## config.mk

```make
export PLATFORM = sky130hd
export DESIGN_NAME = rect_blit
export DESIGN_NICKNAME = d
export VERILOG_FILES = /design/src/rtl/blit_pkg.sv /design/src/rtl/blit_rop.sv /design/src/rtl/blit_cmd_check.sv /design/src/rtl/rect_blit.sv
export SDC_FILE = /design/constraint.sdc
export NUM_CORES = 2
export LEC_CHECK = 0
export BUFFER_PORTS_ARGS = -buffer_cell sky130_fd_sc_hd__buf_4
export CAP_MARGIN = 20
export CORE_ASPECT_RATIO = 0.75
export CORE_UTILIZATION = 65
export CTS_BUF_LIST = sky130_fd_sc_hd__clkbuf_4 sky130_fd_sc_hd__clkbuf_8
export CTS_CLUSTER_SIZE = 16
export DETAILED_ROUTE_END_ITERATION = 16
export MAX_ROUTING_LAYER = met4
export PLACE_DENSITY_LB_ADDON = 0.1
export SLEW_MARGIN = 40
export SYNTH_ARGS = -nofsm -noshare
export SYNTH_HDL_FRONTEND = slang
export SYNTH_SLANG_ARGS = --single-unit
```

## constraint.sdc

```tcl
create_clock -name clk -period 9.51 [get_ports clk]
set_input_delay 0.951 -clock clk [delete_from_list [all_inputs] [get_ports clk]]
set_output_delay 0.951 -clock clk [all_outputs]
set_load 0.03 [all_outputs]
```

## src/rtl/blit_pkg.sv

```systemverilog
package blit_pkg;

    // Coordinates and pitches are fixed at 16 bits by the command format.
    localparam int unsigned CW    = 16;
    // Widest pixel handled, in bits and in bytes.
    localparam int unsigned PIX_W = 32;
    localparam int unsigned PIX_B = PIX_W / 8;

    typedef enum logic [2:0] {
        ST_IDLE,
        ST_RD_SRC,
        ST_RD_DST,
        ST_WRITE,
        ST_FIN
    } blit_state_e;

    // Lane enables for a pixel of 2**shamt bytes.
    function automatic logic [PIX_B-1:0] lane_mask(input logic [1:0] shamt,
                                                   input logic en_alpha,
                                                   input logic en_rgb);
        case (shamt)
            2'd0:    lane_mask = 4'b0001;
            2'd1:    lane_mask = 4'b0011;
            default: lane_mask = {en_alpha, {3{en_rgb}}};
        endcase
    endfunction

endpackage

```

## src/rtl/blit_rop.sv

```systemverilog
module blit_rop #(
    parameter int unsigned W = 32
) (
    input  logic [7:0]   rop,
    input  logic [W-1:0] pat,
    input  logic [W-1:0] src,
    input  logic [W-1:0] dst,
    output logic [W-1:0] res
);

    // One 8:1 selection per bit, indexed by pattern/source/destination.
    for (genvar i = 0; i < W; i++) begin : g_bit
        assign res[i] = rop[{pat[i], src[i], dst[i]}];
    end

    always_comb begin
        if (rop == 8'hCC) begin

            copy_rop_chk: assert (res == src);
        end
        if (rop == 8'hAA) begin

            keep_rop_chk: assert (res == dst);
        end
    end

endmodule

```

## src/rtl/blit_cmd_check.sv

```systemverilog
module blit_cmd_check #(
    parameter int unsigned CW = 16
) (
    input  logic [1:0]    src_base_lo,
    input  logic [1:0]    dst_base_lo,
    input  logic [CW-1:0] src_pitch,
    input  logic [CW-1:0] dst_pitch,
    input  logic [CW-1:0] src_x,
    input  logic [CW-1:0] src_y,
    input  logic [CW-1:0] x1,
    input  logic [CW-1:0] y1,
    input  logic [CW-1:0] x2,
    input  logic [CW-1:0] y2,
    input  logic [1:0]    pix_size,
    output logic          bad,
    output logic          empty,
    output logic [1:0]    shamt
);

    logic coord_big;
    logic pitch_odd;
    logic base_odd;

    always_comb begin
        shamt     = pix_size;
        coord_big = src_x[CW-1] | src_y[CW-1] | x1[CW-1] | y1[CW-1] | x2[CW-1] | y2[CW-1];
        pitch_odd = (src_pitch[1:0] != 2'b00) || (dst_pitch[1:0] != 2'b00);
        case (pix_size)
            2'd0:    base_odd = 1'b0;
            2'd1:    base_odd = src_base_lo[0] | dst_base_lo[0];
            default: base_odd = (src_base_lo != 2'b00) || (dst_base_lo != 2'b00);
        endcase
        bad   = coord_big | pitch_odd | base_odd | (pix_size == 2'd3);
        empty = !bad && ((x2 <= x1) || (y2 <= y1));
    end

endmodule

```

## src/rtl/rect_blit.sv

```systemverilog
module rect_blit
    import blit_pkg::*;
#(
    parameter int unsigned AW = 32
) (
    input  logic                clk,
    input  logic                rst_n,
    input  logic                cmd_valid,
    output logic                cmd_ready,
    input  logic [AW-1:0]       cmd_src_base,
    input  logic [AW-1:0]       cmd_dst_base,
    input  logic [15:0]         cmd_src_pitch,
    input  logic [15:0]         cmd_dst_pitch,
    input  logic [15:0]         cmd_src_x,
    input  logic [15:0]         cmd_src_y,
    input  logic [15:0]         cmd_dst_x1,
    input  logic [15:0]         cmd_dst_y1,
    input  logic [15:0]         cmd_dst_x2,
    input  logic [15:0]         cmd_dst_y2,
    input  logic [1:0]          cmd_pix_size,
    input  logic [7:0]          cmd_rop,
    input  logic                cmd_fill,
    input  logic                cmd_wr_alpha,
    input  logic                cmd_wr_rgb,
    input  logic [31:0]         fill_color,
    output logic                busy,
    output logic                done,
    output logic                done_err,
    output logic                mem_req,
    output logic                mem_we,
    output logic [AW-1:0]       mem_addr,
    output logic [3:0]          mem_be,
    output logic [31:0]         mem_wdata,
    input  logic [31:0]         mem_rdata
);

    localparam int unsigned XW = AW - CW;

    typedef struct packed {
        blit_state_e       st;
        logic              err;
        logic [AW-1:0]     src_row;
        logic [AW-1:0]     dst_row;
        logic [AW-1:0]     src_ptr;
        logic [AW-1:0]     dst_ptr;
        logic [AW-1:0]     src_step;
        logic [AW-1:0]     dst_step;
        logic [CW-1:0]     x;
        logic [CW-1:0]     x1;
        logic [CW-1:0]     x2;
        logic [CW-1:0]     y;
        logic [CW-1:0]     y2;
        logic [1:0]        shamt;
        logic [PIX_B-1:0]  be;
        logic [7:0]        rop;
        logic              fill;
        logic [PIX_W-1:0]  pat;
        logic [PIX_W-1:0]  src_pix;
    } blit_regs_t;

    blit_regs_t r_d, r_q;

    // ---------------- command check ----------------
    logic       chk_bad, chk_empty;
    logic [1:0] chk_shamt;

    blit_cmd_check #(.CW(CW)) u_check (
        .src_base_lo (cmd_src_base[1:0]),
        .dst_base_lo (cmd_dst_base[1:0]),
        .src_pitch   (cmd_src_pitch),
        .dst_pitch   (cmd_dst_pitch),
        .src_x       (cmd_src_x),
        .src_y       (cmd_src_y),
        .x1          (cmd_dst_x1),
        .y1          (cmd_dst_y1),
        .x2          (cmd_dst_x2),
        .y2          (cmd_dst_y2),
        .pix_size    (cmd_pix_size),
        .bad         (chk_bad),
        .empty       (chk_empty),
        .shamt       (chk_shamt)
    );

    // ---------------- start addresses ----------------
    logic [AW-1:0] sp_ext, dp_ext;
    logic [AW-1:0] sy_ext, sx_ext, dy_ext, dx_ext;
    logic [AW-1:0] src_start, dst_start;
    logic [AW-1:0] pix_bytes;

    assign sp_ext    = {{XW{cmd_src_pitch[CW-1]}}, cmd_src_pitch};
    assign dp_ext    = {{XW{cmd_dst_pitch[CW-1]}}, cmd_dst_pitch};
    assign sy_ext    = {{XW{1'b0}}, cmd_src_y};
    assign sx_ext    = {{XW{1'b0}}, cmd_src_x};
    assign dy_ext    = {{XW{1'b0}}, cmd_dst_y1};
    assign dx_ext    = {{XW{1'b0}}, cmd_dst_x1};
    // The low AW bits of the product are correct for a signed pitch.
    assign src_start = cmd_src_base + sy_ext * sp_ext + (sx_ext << chk_shamt);
    assign dst_start = cmd_dst_base + dy_ext * dp_ext + (dx_ext << chk_shamt);
    assign pix_bytes = AW'(4'd1 << r_q.shamt);

    // ---------------- raster operation ----------------
    logic [PIX_W-1:0] rop_res;

    blit_rop #(.W(PIX_W)) u_rop (
        .rop (r_q.rop),
        .pat (r_q.pat),
        .src (r_q.src_pix),
        .dst (mem_rdata),
        .res (rop_res)
    );

    // ---------------- next state ----------------
    always_comb begin
        r_d = r_q;
        case (r_q.st)
            ST_IDLE: begin
                if (cmd_valid) begin
                    r_d.err      = chk_bad;
                    r_d.src_row  = src_start;
                    r_d.dst_row  = dst_start;
                    r_d.src_ptr  = src_start;
                    r_d.dst_ptr  = dst_start;
                    r_d.src_step = sp_ext;
                    r_d.dst_step = dp_ext;
                    r_d.x        = cmd_dst_x1;
                    r_d.x1       = cmd_dst_x1;
                    r_d.x2       = cmd_dst_x2;
                    r_d.y        = cmd_dst_y1;
                    r_d.y2       = cmd_dst_y2;
                    r_d.shamt    = chk_shamt;
                    r_d.be       = lane_mask(chk_shamt, cmd_wr_alpha, cmd_wr_rgb);
                    r_d.rop      = cmd_rop;
                    r_d.fill     = cmd_fill;
                    r_d.pat      = fill_color;
                    r_d.src_pix  = '0;
                    if (chk_bad || chk_empty) begin
                        r_d.st = ST_FIN;
                    end else begin
                        r_d.st = cmd_fill ? ST_RD_DST : ST_RD_SRC;
                    end
                end
            end
            ST_RD_SRC: begin
                r_d.st = ST_RD_DST;
            end
            ST_RD_DST: begin
                // The source read issued last cycle returns now.
                if (!r_q.fill) begin
                    r_d.src_pix = mem_rdata;
                end
                r_d.st = ST_WRITE;
            end
            ST_WRITE: begin
                if ((r_q.x + 16'd1) == r_q.x2) begin
                    if ((r_q.y + 16'd1) == r_q.y2) begin
                        r_d.st = ST_FIN;
                    end else begin
                        r_d.x       = r_q.x1;
                        r_d.y       = r_q.y + 16'd1;
                        r_d.src_row = r_q.src_row + r_q.src_step;
                        r_d.dst_row = r_q.dst_row + r_q.dst_step;
                        r_d.src_ptr = r_q.src_row + r_q.src_step;
                        r_d.dst_ptr = r_q.dst_row + r_q.dst_step;
                        r_d.st      = r_q.fill ? ST_RD_DST : ST_RD_SRC;
                    end
                end else begin
                    r_d.x       = r_q.x + 16'd1;
                    r_d.src_ptr = r_q.src_ptr + pix_bytes;
                    r_d.dst_ptr = r_q.dst_ptr + pix_bytes;
                    r_d.st      = r_q.fill ? ST_RD_DST : ST_RD_SRC;
                end
            end
            ST_FIN: begin
                r_d.st = ST_IDLE;
            end
            default: begin
                r_d.st = ST_IDLE;
            end
        endcase
    end

    always_ff @(posedge clk or negedge rst_n) begin
        if (!rst_n) begin
            r_q <= '0;
        end else begin
            r_q <= r_d;
        end
    end

    // ---------------- outputs ----------------
    assign cmd_ready = (r_q.st == ST_IDLE);
    assign busy      = (r_q.st != ST_IDLE);
    assign done      = (r_q.st == ST_FIN);
    assign done_err  = done && r_q.err;
    assign mem_req   = (r_q.st == ST_RD_SRC) || (r_q.st == ST_RD_DST) || (r_q.st == ST_WRITE);
    assign mem_we    = (r_q.st == ST_WRITE);
    assign mem_addr  = (r_q.st == ST_RD_SRC) ? r_q.src_ptr : r_q.dst_ptr;
    assign mem_be    = r_q.be;
    assign mem_wdata = rop_res;

    // ---------------- assertions ----------------

    done_pulse_chk: assert property (@(posedge clk) disable iff (!rst_n)
        done |=> !done);


    rmw_order_chk: assert property (@(posedge clk) disable iff (!rst_n)
        (mem_req && mem_we) |-> ($past(mem_req && !mem_we) && (mem_addr == $past(mem_addr))));


    reject_quiet_chk: assert property (@(posedge clk) disable iff (!rst_n)
        (cmd_valid && cmd_ready && (chk_bad || chk_empty)) |=> (done && !mem_req));


    idle_quiet_chk: assert property (@(posedge clk) disable iff (!rst_n)
        cmd_ready |-> !mem_req);


    fill_no_src_chk: assert property (@(posedge clk) disable iff (!rst_n)
        (mem_req && !mem_we && r_q.fill) |-> (mem_addr == r_q.dst_ptr));

endmodule

```

* Yosys cells after proc, flatten, opt, wreduce, memory -nomap -nowiden *
Index checks and enable logic that the tools add are counted.

word-level totals
  word-level logic and storage cells = 198
  bits of input ports = 272
  output and inout port bits = 74
  register bits = 323

operators by class
  bitwise logic cells = 9
  order comparisons = 34
  muxes and demuxes = 86
  multiply operators = 2
  reductions and logical operators = 22
  equality and inequality tests = 13
  shifts and indexed selects = 3
  add/subtract/negate cells = 10

operators by type and width
  kind                                                  number
  2-to-1 mux 355 bit                                    1
  adder 32 bit                                          8
  case mux 128 bit (2 select lines)                     1
  < comparator 3 x 4 -> 1 bit (second input constant)   32
  2-to-1 mux 128 bit                                    1
  2-to-1 mux 64 bit                                     2
  binary-select mux 1 bit (select 3 bit)                32
  multiplier 17 x 16 -> 32 bit                          2
  2-to-1 mux 16 bit                                     4
  2-to-1 mux 32 bit                                     2
  case mux 16 bit (2 select lines)                      2
  case mux 32 bit (2 select lines)                      1
  left shift 16 x 2 -> 32 bit                           2
  adder 16 x 1 -> 16 bit (second input constant)        2
  equality test 16 bit                                  2
  <= comparator 16 bit                                  2
  2-to-1 mux 1 bit                                      32
  left shift 1 x 2 -> 32 bit (first input constant)     1
  case mux 3 bit (4 select lines)                       1
  nonzero test 2 bit                                    6
  2-to-1 mux 3 bit                                      3
  OR 1 bit                                              9
  case mux 4 bit (2 select lines)                       1
  equality test 3 x 2 -> 1 bit (second input constant)  2
  other kinds (18)                                      28

* Longest topological paths before layout *
  word-level depth = 14
  depth in mapped cells = 28
  gate-level depth less buffers = 27

* Cells and area by module *
From an unflattened synthesis, not the netlist that was laid out.

second synthesis, totals
  cell total of the unflattened synthesis = 5285
  area total of the unflattened synthesis = 44696.6 sq um

by module, submodules not included
  module          instances  area an instance (sq um)  cells an instance  seq. area each (sq um)
  rect_blit       1          41697.5                   5046               8082.8
  blit_rop        1          2139.6                    120                0.0
  blit_cmd_check  1          859.6                     119                0.0

* Least setup slack after synthesis *
Ideal clock, no wire load.

  kind = input to register
  from = input port cmd_pix_size[0]
  to = register r_q[284] (netlist bit)
  buffers on the path = 2
  arrival time = 7.265 ns
  stages on the path = 25
  setup slack = 2.108 ns
  required time = 9.373 ns
  library setup time = 0.137 ns
  path through = buf_1 clkbuf_1 mux2i_1 a21oi_1 inv_1 fa_1 inv_1 fa_1 ha_1 fa_1 inv_1 fa_1 fa_1 inv_1 ha_1 a21o_1 nor3_1 a211oi_1 a311o_1 a211oi_2 o221ai_1 o31ai_1 mux2i_1 a2111oi_1 a21oi_1

between the ends
  cells in the longest elaborated chain, start to end = 4

ends and longest elaborated chain
  what                               RTL line          source
  start, declared                    rect_blit.sv:20   input logic [1:0] cmd_pix_size,
  left shift 16 x 2 -> 32 bit        rect_blit.sv:97   assign src_start = cmd_src_base + sy_ext * sp_ext + (sx_ext << chk_shamt);
  adder 32 bit                       rect_blit.sv:97
  2-to-1 mux 355 bit                 rect_blit.sv:117  if (cmd_valid) begin
  case mux 128 bit (2 select lines)  rect_blit.sv:115  case (r_q.st)
  end signal, assigned               rect_blit.sv:186  r_q <= r_d;
  end, declared                      rect_blit.sv:61   blit_regs_t r_d, r_q;

No other way between the ends. The select of a mux whose other input is x is not followed.
A chain may end at the register's enable or synchronous reset.

* Final worst setup path *
  from = input port cmd_pix_size[1]
  to = register r_q[309] (netlist bit)

between the ends
  cells in the longest elaborated chain, start to end = 4

ends and longest elaborated chain
  what                               RTL line          source
  left shift 16 x 2 -> 32 bit        rect_blit.sv:98   assign dst_start = cmd_dst_base + dy_ext * dp_ext + (dx_ext << chk_shamt);
  adder 32 bit                       rect_blit.sv:98
  2-to-1 mux 355 bit                 rect_blit.sv:117
  case mux 128 bit (2 select lines)  rect_blit.sv:115

No other way between the ends. The select of a mux whose other input is x is not followed.

==> summary.txt <==
Run status
  – Outcome: completed

Placement
  – Routability cong.: 1.08
  – Cell count after placement: 6209
  – Buffers on Ports: 345
  – Post-DP HPWL: 111000 µm

Clock tree
  – Clock transition at path regs: about 0.060 ns
  – Post-cts resize count: 0
  – Cts hold-fix bufs: 0
  – Post-CTS Setup Bufs: 0
  – CTS max path bufs: 3
  – Sink Count: 323
  – Latest clock arrival within the worst-skew pair: 0.68 ns
  – Root buffer cell: clkbuf_8
  – CTS H-tree depth: 2
  – CTS Buf Count: 52
  – CTS tree: built

Synth
  – Synth warn: 0
  – Share of the synthesized area in the top cell type: 0.223
  – Synth area leaders: fa_1 (22%), dfrtp_1 (18%), ha_1 (9.6%), nand2_1 (7.6%), inv_1 (7.5%)
  – Seq/Total Area, Yosys: 0.183
  – Post-synth EDFFs: 0
  – Fraction of registers with async set or reset after synthesis: 1.00
  – Yosys reg bits: roughly 320
  – Post-synth cell types: 89
  – Mean Syn Cell Area: 8.45 µm²
  – Largest area contributor in the netlist: fa_1
  – Synthesized area: 44100 µm²
  – Predominant post-synthesis flop cell: dfrtp_1
  – Syn Inst Count: 5218
  – Syn Nets: 6320

Timing
  – Endpoints failing setup: 0
  – Fin crit period: 7.59 ns
  – Max Transition Viols Final: 0
  – RSZ-0062 raised after global routing: false
  – Max frequency: 132 MHz
  – Worst-margin pin slew: ~0.85 ns
  – Setup TNS: 0 ns
  – Clock Skews: 0.0335 ns
  – Final Cycle Share: 0.799
  – Hold Vio Cnt, Final: 0
  – Slew HR: 0.435

Worst setup path
  – CP arrival: 8.15 ns
  – CP startpoint kind: primary input
  – WP data required: 10.06 ns
  – Largest fanout on the critical path: 44
  – RR Endpoint: r_q[155]
  – Crit path capture type: flip-flop
  – Reg2reg path depth: 13
  – R2R Setup Slk: 4.72 ns
  – FF-to-FF Start: r_q[143]
  – Critical path class: primary input to flip-flop

Detailed routing
  – Final WL: roughly 150000 µm
  – Pre-antenna DRT Iters: 7
  – Post-DRT Antenna Nets: 0
  – DR iter-0 viols: roughly 4300
  – DR vias: ~40000
  – DR vias/cell: 6.18
  – DRC violations left: 0
  – Wire per inst: 23.1 µm

Floorplan
  – I/O pin cnt: 346
  – Core Box Area: 66900 µm²
  – # rows: 82
  – Initial Util: 0.659
  – Die ar.: 68900 µm²
  – Die H: 228 µm
  – Die width: between 300 and 400 µm

GRT
  – Global-route wire length before repair: 224000 µm
  – Number of global-route vias before repair: between 30000 and 40000
  – GR Overflow Total: 0
  – Pin count of the biggest net entering global routing: 103
  – Initial antenna violation count: 5
  – Gr usage total: 0.445

Cells and area
  – Layout Nets: 6484
  – Layout area overhead: 9.51%
  – Final cell count without fillers: 6309
  – Share of cells above drive strength 1: 0.121

Job
  – Max Cap Viol: 0

Worst hold path
  – Hold WC Path Type: primary input to asynchronous set/reset pin
## worst max path at each step
stage	from	endpoint	slack (ns)	cells past startpoint
6_report	cmd_pix_size[1]	r_q[309]	1.92	25
3_5_place_dp	cmd_pix_size[1]	r_q[251]	1.32	26
3_3_place_gp	cmd_pix_size[1]	r_q[315]	1.37	26
4_1_cts	cmd_pix_size[1]	r_q[315]	2.02	26
2_1_floorplan	cmd_pix_size[0]	r_q[284]	2.11	25
5_1_grt	cmd_pix_size[1]	r_q[251]	1.36	27
## through the flow
stage                     hold WS (ns)  setup slack [ns]  area (µm²)  utilization
after global placement           0.459              1.37       47000        0.702
after detailed placement         0.461              1.32       47000        0.703
final                            0.172              1.92       48300        0.722
after floorplan                  0.438              2.11       44100            -
after global routing             0.169              1.36       48300        0.722
after CTS                        0.362              2.02       48200        0.721
## registers in the layout (all words and copies together), names as in the netlist
register / cells
mem_be: 4
r_q: 319
## critical path: stages
cell       delay [ns]
buf_4            0.39
inv_1            0.52
o211a_1          0.25
a21oi_1          0.13
inv_1            0.09
fa_1             0.50
inv_1            0.05
fa_1             0.50
ha_1             0.15
inv_1            0.06
fa_1             0.53
inv_1            0.05
fa_1             0.53
inv_1            0.05
fa_1             0.48
inv_1            0.04
ha_1             0.36
a2111oi_0        0.55
nor3_1           0.19
a2111oi_0        0.63
o21a_1           0.31
nor3b_1          0.10
nor3_1           0.40
a21oi_1          0.08
o21ai_0          0.23
## layout by cell type, fill, tap and decap left out, types with 24 or more instances in the layout
| master | n |
|---|---|
| xnor2_1 | 131 |
| o21ai_0 | 171 |
| a31oi_1 | 62 |
| nand3_1 | 111 |
| ha_1 | 338 |
| mux2_2 | 62 |
| nand2b_1 | 24 |
| a21o_1 | 60 |
| fa_1 | 492 |
| a211oi_1 | 37 |
| nor2_1 | 245 |
| dfrtp_1 | 315 |
| nand2_1 | 891 |
| nor2b_1 | 29 |
| nand4_1 | 33 |
| buf_4 | 374 |
| and3_1 | 41 |
| and2_1 | 228 |
| nor3_1 | 39 |
| o211ai_1 | 29 |
| mux4_2 | 72 |
| clkbuf_8 | 68 |
| xor2_1 | 56 |
| inv_1 | 884 |
| a21oi_1 | 235 |
| o21a_1 | 38 |
## cell type report
cell class | count | area [µm²]
Sequential cell | 323 | 8090
Antenna cell | 6 | 15.0
Timing Repair Buffer | 380 | 2920
Fill cell | 5317 | 18600
Tap cell | 882 | 1100
Clock inverter | 11 | 124
Multi-Input combinational cell | 3740 | 31700
Clock buffer | 82 | 1040
Inverter | 885 | 3320
## synth_stat cells (all sizes together), types with 51 or more instances
| cell | n |
|---|---|
| o21ai | 173 |
| nand3 | 112 |
| and2 | 232 |
| a21o | 60 |
| fa | 492 |
| clkbuf | 219 |
| xnor2 | 131 |
| mux2 | 62 |
| dfrtp | 323 |
| a21oi | 236 |
| nor2 | 247 |
| inv | 884 |
| xor2 | 56 |
| buf | 51 |
| nand2 | 894 |
| a31oi | 63 |
| mux4 | 72 |
| ha | 338 |
## kinds of logic (layout without fill, tap and decap cells)
| logic type | Yosys count | after routing | synth area share |
|---|---|---|---|
| adder cells (fa/ha/maj) | 830 | 830 | 0.319 |
| XOR/XNOR | 189 | 189 | 0.0382 |
| buffers and inverters | 1155 | 1358 | 0.101 |
| AO/OA/AOI/OAI | 840 | 840 | 0.123 |
| other | 0 | 6 | 0 |
| multiplexers | 155 | 155 | 0.0574 |
| AND/OR/NAND/NOR | 1726 | 1726 | 0.178 |
| flip-flops | 323 | 323 | 0.183 |
## routing by layer
metal	vias up	wire, µm	part of all wire	global-route usage
li1	17200	-	-	-
met1	19000	57900	0.40	0.597
met2	2458	62400	0.43	0.637
met3	369	18700	0.13	0.124
met4	0	7040	0.048	0.181
met5	-	0	0	-
Power is left out: the tool's default activity adds up to more than one toggle a clock period on the data nets, which glitch-free logic cannot reach.
